## config.mk

```make
export PLATFORM = sky130hd
export DESIGN_NAME = edge_clock_recovery
export DESIGN_NICKNAME = d
export VERILOG_FILES = /design/src/rtl/ecr_pkg.sv /design/src/rtl/ecr_div_clamp.sv /design/src/rtl/ecr_ui_count.sv /design/src/rtl/ecr_loop_filter.sv /design/src/rtl/edge_clock_recovery.sv
export SDC_FILE = /design/constraint.sdc
export NUM_CORES = 2
export LEC_CHECK = 0
export CAP_MARGIN = 20
export CORE_MARGIN = 8
export CORE_UTILIZATION = 30
export DETAILED_ROUTE_END_ITERATION = 16
export GPL_TIMING_DRIVEN = 0
export SYNTH_ARGS = -nofsm -noshare
export SYNTH_HDL_FRONTEND = slang
export SYNTH_SLANG_ARGS = --single-unit
export TNS_END_PERCENT = 100
```

## constraint.sdc

```tcl
create_clock -name clk -period 58.4 [get_ports clk]
set_input_delay 11.68 -clock clk [delete_from_list [all_inputs] [get_ports clk]]
set_output_delay 11.68 -clock clk [all_outputs]
set_load 0.02 [all_outputs]
```

## src/rtl/ecr_pkg.sv

```systemverilog
package ecr_pkg;
  // fractional bits carried by the loop correction
  localparam int GUARD = 8;
  // fractional bits of the divisor reciprocal
  localparam int RCP_BITS = 16;

  typedef enum logic [1:0] {
    VERD_NONE  = 2'd0,
    VERD_TAKE  = 2'd1,
    VERD_EARLY = 2'd2,
    VERD_LATE  = 2'd3
  } verdict_t;
endpackage

```

## src/rtl/ecr_div_clamp.sv

```systemverilog
module ecr_div_clamp #(
  parameter int DW      = 8,
  parameter int MIN_DIV = 20,
  parameter int RB      = 16
) (
  input  logic [DW-1:0] div_in,
  output logic [RB:0]   rcp
);
  logic [DW-1:0] div_eff;

  // floor(2^RB / n) by restoring division, one quotient bit per step
  function automatic logic [RB:0] recip(input logic [DW-1:0] n);
    logic [DW:0] rem;
    logic [RB:0] q;
    rem = '0;
    q   = '0;
    for (int i = RB; i >= 0; i--) begin
      rem = {rem[DW-1:0], 1'(i == RB)};
      if (rem >= {1'b0, n}) begin
        rem  = rem - {1'b0, n};
        q[i] = 1'b1;
      end
    end
    return q;
  endfunction

  // small divisors behave as the minimum
  assign div_eff = (div_in < DW'(MIN_DIV)) ? DW'(MIN_DIV) : div_in;
  assign rcp     = recip(div_eff);
endmodule

```

## src/rtl/ecr_ui_count.sv

```systemverilog
module ecr_ui_count #(
  parameter int TW      = 32,
  parameter int PERW    = 18,
  parameter int MAX_RUN = 8,
  parameter int CW      = 4
) (
  input  logic signed [TW-1:0]   delta,
  input  logic signed [PERW-1:0] period,
  output logic [CW-1:0]          n_ui,
  output logic                   early,
  output logic                   late
);
  localparam int XW = TW + PERW + 2;
  localparam logic signed [XW-1:0] LIM = XW'(2 * MAX_RUN + 1);

  logic signed [XW-1:0] d2;
  logic signed [XW-1:0] per_x;
  logic [MAX_RUN-1:0]   hit;

  assign d2    = XW'(delta) <<< 1;
  assign per_x = XW'(period);

  // threshold k sits at (k - 1/2) periods; ties round up
  for (genvar gk = 1; gk <= MAX_RUN; gk++) begin : g_thr
    localparam logic signed [XW-1:0] ODD = XW'(2 * gk - 1);
    assign hit[gk-1] = (d2 >= ODD * per_x);
  end

  always_comb begin
    n_ui = '0;
    for (int i = 0; i < MAX_RUN; i++) n_ui = n_ui + CW'(hit[i]);
  end

  assign early = !hit[0];
  assign late  = (d2 >= LIM * per_x);
endmodule

```

## src/rtl/ecr_loop_filter.sv

```systemverilog
module ecr_loop_filter
  import ecr_pkg::*;
#(
  parameter int EW = 16,
  parameter int PW = 16,
  parameter int RB = 16
) (
  input  logic                 clk,
  input  logic                 rst_n,
  input  logic                 upd,
  input  logic signed [EW-1:0] err,
  input  logic [RB:0]          rcp,
  input  logic [PW-1:0]        nominal,
  output logic signed [PW+1:0] period
);
  localparam int YW   = EW + GUARD;
  localparam int DFW  = YW + 1;
  localparam int PRW  = DFW + RB + 2;
  localparam int PERW = PW + 2;

  logic signed [YW-1:0] corr_q;

  // y + (x - y)/n, with 1/n as a fixed-point reciprocal
  function automatic logic signed [YW-1:0] iir_next(
    input logic signed [YW-1:0] y,
    input logic signed [EW-1:0] x,
    input logic [RB:0]          r
  );
    logic signed [DFW-1:0] scaled;
    logic signed [DFW-1:0] diff;
    logic signed [PRW-1:0] prod;
    scaled = DFW'(x) <<< GUARD;
    diff   = scaled - DFW'(y);
    prod   = PRW'(diff) * PRW'($signed({1'b0, r}));
    return y + YW'(prod >>> RB);
  endfunction

  always_ff @(posedge clk) begin
    if (!rst_n)   corr_q <= '0;
    else if (upd) corr_q <= iir_next(corr_q, err, rcp);
  end

  assign period = $signed({2'b00, nominal}) + PERW'(corr_q >>> GUARD);
endmodule

```

## src/rtl/edge_clock_recovery.sv

```systemverilog
module edge_clock_recovery
  import ecr_pkg::*;
#(
  parameter int TW      = 32,
  parameter int PW      = 16,
  parameter int EW      = 16,
  parameter int DW      = 8,
  parameter int MIN_DIV = 20,
  parameter int MAX_RUN = 8
) (
  input  logic                 clk,
  input  logic                 rst_n,
  input  logic                 in_valid,
  input  logic [TW-1:0]        in_time,
  input  logic [PW-1:0]        nominal_period,
  input  logic [DW-1:0]        cutoff_div,
  output logic                 out_valid,
  output logic [TW-1:0]        out_time,
  output logic signed [EW-1:0] out_err,
  output logic                 out_skip
);
  localparam int RB   = RCP_BITS;
  localparam int PERW = PW + 2;
  localparam int CW   = $clog2(MAX_RUN + 1);

  // ---------------- stage A: capture edge and settings ----------------
  logic          a_valid;
  logic [TW-1:0] a_time;
  logic [PW-1:0] a_nom;
  logic [RB:0]   a_rcp;
  logic [RB:0]   rcp_now;

  ecr_div_clamp #(.DW(DW), .MIN_DIV(MIN_DIV), .RB(RB)) u_div (
    .div_in (cutoff_div),
    .rcp    (rcp_now)
  );

  always_ff @(posedge clk) begin
    if (!rst_n) begin
      a_valid <= 1'b0;
      a_time  <= '0;
      a_nom   <= '0;
      a_rcp   <= '0;
    end else begin
      a_valid <= in_valid;
      if (in_valid) begin
        a_time <= in_time;
        a_nom  <= nominal_period;
        a_rcp  <= rcp_now;
      end
    end
  end

  // ---------------- stage B: count, predict, filter ----------------
  function automatic logic [TW-1:0] advance(
    input logic [TW-1:0]          base,
    input logic [CW-1:0]          n,
    input logic signed [PERW-1:0] per
  );
    return base + TW'(n) * TW'($unsigned(per));
  endfunction

  function automatic logic signed [TW-1:0] phase_err(
    input logic [TW-1:0] meas,
    input logic [TW-1:0] pred
  );
    return $signed(meas - pred);
  endfunction

  logic [TW-1:0]          clk_q;
  logic signed [PERW-1:0] b_period;
  logic signed [TW-1:0]   b_delta;
  logic [CW-1:0]          b_nui;
  logic                   b_early;
  logic                   b_late;
  logic [TW-1:0]          b_pred;
  logic signed [TW-1:0]   b_err_full;
  logic signed [EW-1:0]   b_err;
  verdict_t               b_verdict;
  logic                   b_accept;

  assign b_delta = $signed(a_time - clk_q);

  ecr_ui_count #(.TW(TW), .PERW(PERW), .MAX_RUN(MAX_RUN), .CW(CW)) u_ui (
    .delta  (b_delta),
    .period (b_period),
    .n_ui   (b_nui),
    .early  (b_early),
    .late   (b_late)
  );

  assign b_pred     = advance(clk_q, b_nui, b_period);
  assign b_err_full = phase_err(a_time, b_pred);
  assign b_err      = EW'(b_err_full);

  always_comb begin
    if (!a_valid)     b_verdict = VERD_NONE;
    else if (b_early) b_verdict = VERD_EARLY;
    else if (b_late)  b_verdict = VERD_LATE;
    else              b_verdict = VERD_TAKE;
  end
  assign b_accept = (b_verdict == VERD_TAKE);

  ecr_loop_filter #(.EW(EW), .PW(PW), .RB(RB)) u_lf (
    .clk     (clk),
    .rst_n   (rst_n),
    .upd     (b_accept),
    .err     (b_err),
    .rcp     (a_rcp),
    .nominal (a_nom),
    .period  (b_period)
  );

  always_ff @(posedge clk) begin
    if (!rst_n) begin
      clk_q     <= '0;
      out_valid <= 1'b0;
      out_time  <= '0;
      out_err   <= '0;
      out_skip  <= 1'b0;
    end else begin
      out_valid <= a_valid;
      if (b_accept) clk_q <= b_pred;
      if (a_valid) begin
        out_skip <= !b_accept;
        out_time <= b_accept ? b_pred : clk_q;
        out_err  <= b_accept ? b_err : '0;
      end
    end
  end
endmodule

```

==> summary.md <==
| Metric | Value |
|---|---|
| RSZ-0062 raised after global routing | no |
| Post-synth EDFFs | 0 |
| Residual DRC count | 0 |
| Post-CTS Hold Fix Bufs | 0 |
| Asr flop ratio synth | 0% |
| Top cell by count, worst path | a21oi_1 |
| Final net count | 7279 |
| CP required | 58.71 ns |
| Slew Viols, Final | 0 |
| Root Driver | clkbuf_16 |
| First-pass GRT wire length | 230000 um |
| Crit path max fanout | 16 |
| Largest net degree at the start of global routing | 28 |
| Leading area contributor after synthesis | fa_1 |
| Via density | 5.00 |
| Mapped Area | 47300 um^2 |
| I/O Buffers | 107 |
| Synthesized instance count | 5666 |
| Most frequent cell after synthesis | inv_1 |
| Router iterations before antenna repair | 5 |
| Flops & latches, synth | 172 |
| Ports | 109 |
| Arr. time, crit path | 52.85 ns |
| Synth unique cells | 89 |
| Postcts setup bufs | 0 |
| Inserted Clock Buffers | 17 |
| Layout fillers | 16400 |
| Headroom to the max-slew limit | 20.3% |
| R2R Setup Slk | 31.36 ns |
| Min-delay src | out_time[31] |
| Area of the multi-input gates | 40100 um^2 |
| Fraction of layout cells with a size suffix above 1 | 3.48% |
| Crit end category | flip-flop |
| Initial DRC Count | 2154 |
| Vias | 39600 |
| WL per Instance | 18.5 um |
| GRT overflow | 0 |
| Area grow syn2layout | 10.4% |
| Hold crit path type | flip-flop to flip-flop |
| Synth top area cells | fa_1 23%, ha_1 22%, dfxtp_1 7.3% |
| Reg clk slew, reported paths | 0.07 ns |
| Area occupied by registers | 3440 um^2 |
| Slowest library cell on the worst path | nand2_1 |
| Max Cap Violations | 0 |
| Hold EP | out_time[31] |
| Final Hold Vio Count | 0 |
| Total negative slack | 0 ns |
| Detail Route Antenna Nets | 0 |
| Post-Route Skew | 0.0327 ns |
| HPWL after detailed placement | 124000 um |
| Clk_lat worst skew | 0.48 ns |
| Crit Path Class | input pin to flip-flop |
| Worst reg2reg path depth | 104 |
| Yosys top cell area share | 22.7% |
| Tmin final | 52.55 ns |
| Clk buf depth | 2 |
| Die Y | 413 um |
| CP startpoint kind | input pin |
| Fmax | 0.0190 GHz |
| Reg-to-reg critical path endpoint | u_lf.corr_q[23] |
| Initial antenna violation count | 7 |
| R2R Path Start | u_lf.corr_q[9] |
| Post-synthesis sequential area ratio | 7.29% |
| Initial Utilization | 30.2% |
| Die W | 413 um |
| CORE AREA | 156000 um^2 |
| Slew @ Worst Pin | 1.19 ns |
| Setup violators final | 0 |
| CTS H-tree depth | 4 |
| Post_cts resized | 0 |
| Vias in the first global route | 41000 |
| Crit share post-route | 90.0% |
| CP max stage delay | 0.77 ns |
| Drt total wl | 146000 um |
| Top post-synthesis cells by count | 890 x inv_1, 835 x ha_1, 537 x fa_1, 473 x nand2_1, 382 x nor2_1 |
| Mean post-synth cell area | 8.34 um^2 |
| Clock sink count | 172 |
| Synth warnings | 0 |
| Gpl congestion | 0.924 |
| Hold path depth | 2 |
| CTS tree | built |
| Status | completed |
| Num rows | 145 |
| Predominant post-synthesis flop cell | dfxtp_1 |
| GRT Util Overall | 17.1% |
| Die Area | 170000 um^2 |
## worst max-delay path, delay by kind of cell
kind	cells	cell delay, ns
AND/OR/NAND/NOR	49	9.75
multiplexers	8	2.76
buffers and inverters	14	2.17
AO/OA/AOI/OAI	98	20.90
adder cells (fa/ha/maj)	16	5.59
## cell type report
type,count,share of cell area [%]
clock buffer,19,0.830
timing repair buffer,158,3.09
sequential,172,6.60
clock inverter,13,0.235
multi-input combinational,4464,76.8
inverter,892,6.42
antenna,1,0.00480
tap,2058,4.94
buffer,143,1.06
## logic make-up (layout without fill, tap and decap cells)
family | after synthesis | count (layout) | share of synthesized area, %
mux | 155 | 155 | 3.46
xor+xnor | 359 | 359 | 6.71
buf+inv | 1035 | 1225 | 8.26
fa+ha+maj | 1372 | 1372 | 44.9
compound gates | 1088 | 1088 | 14.5
flops | 172 | 172 | 7.29
other cells | 2 | 8 | 0.0159
simple gates | 1483 | 1483 | 14.9
## registers in the layout (all words and copies together) (netlist names)
register	cells
out_time	32
a_rcp	17
out_valid	1
a_time	32
clk_q	32
out_err	16
a_valid	1
u_lf.corr_q	24
out_skip	1
a_nom	16
## worst max-delay path by stage
| stage | from | endpoint | slack (ns) | cells past startpoint |
|---|---|---|---|---|
| finish | cutoff_div[7] | a_rcp[0] | 5.85 | 185 |
| global route | cutoff_div[6] | a_rcp[0] | 2.65 | 186 |
| CTS | cutoff_div[7] | a_rcp[0] | 6.20 | 186 |
| detailed placement | cutoff_div[7] | a_rcp[0] | 5.77 | 186 |
| global placement | cutoff_div[7] | a_rcp[0] | 6.18 | 187 |
| floorplan | cutoff_div[6] | a_rcp[0] | 13.83 | 185 |
## cells in the final DEF (no fill, tap or decap), types with 14 or more instances in the layout
master and instances:
xor2_1 82, clkbuf_16 17, mux2_2 56, inv_1 890, o21a_1 30, ha_1 835
nor2_1 380, a211oi_1 57, nand2b_1 98, mux2i_1 96, buf_4 23, nor2b_1 89
xnor2_1 256, a31oi_1 21, and2_1 181, dfxtp_1 172, clkdlybuf4s50_1 107, buf_6 17
buf_1 18, nor3_1 58, fa_1 537, nand4_1 49, and3_1 15, xnor2_2 18
a21boi_0 23, nand3_1 69, or3_1 14, o31ai_1 14, clkbuf_1 120, o21bai_1 67
nand2_1 473, o21ai_0 255, a21oi_1 363, a21o_1 146
## metal layers
| metal | track usage (%) | vias up | wire length (um) | part of all wire (%) |
|---|---|---|---|---|
| met2 | 29.5 | 929 | 69300 | 47 |
| li1 | - | 19200 | - | - |
| met1 | 22.1 | 19400 | 64600 | 44 |
| met5 | 0 | - | 0 | 0 |
| met3 | 3.11 | 128 | 9280 | 6.3 |
| met4 | 3.77 | 0 | 3110 | 2.1 |
## per-stage QoR
step / util (%) / hold slack (ns) / area (um^2) / setup slack [ns] / cells
final: 33.4 / 0.488 / 52200 / 5.85 / 7920
after global routing: 33.4 / 0.505 / 52200 / 2.65 / 7919
after CTS: 33.3 / 0.490 / 52100 / 6.20 / 7910
after detailed placement: 33.0 / 0.480 / 51500 / 5.77 / 7878
after global placement: 32.6 / 0.477 / 50900 / 6.18 / 7836
after floorplan: - / 0.460 / 47300 / 13.83 / 5671
Power is left out: the tool's default activity adds up to more than one toggle a clock period on the data nets, which glitch-free logic cannot reach.
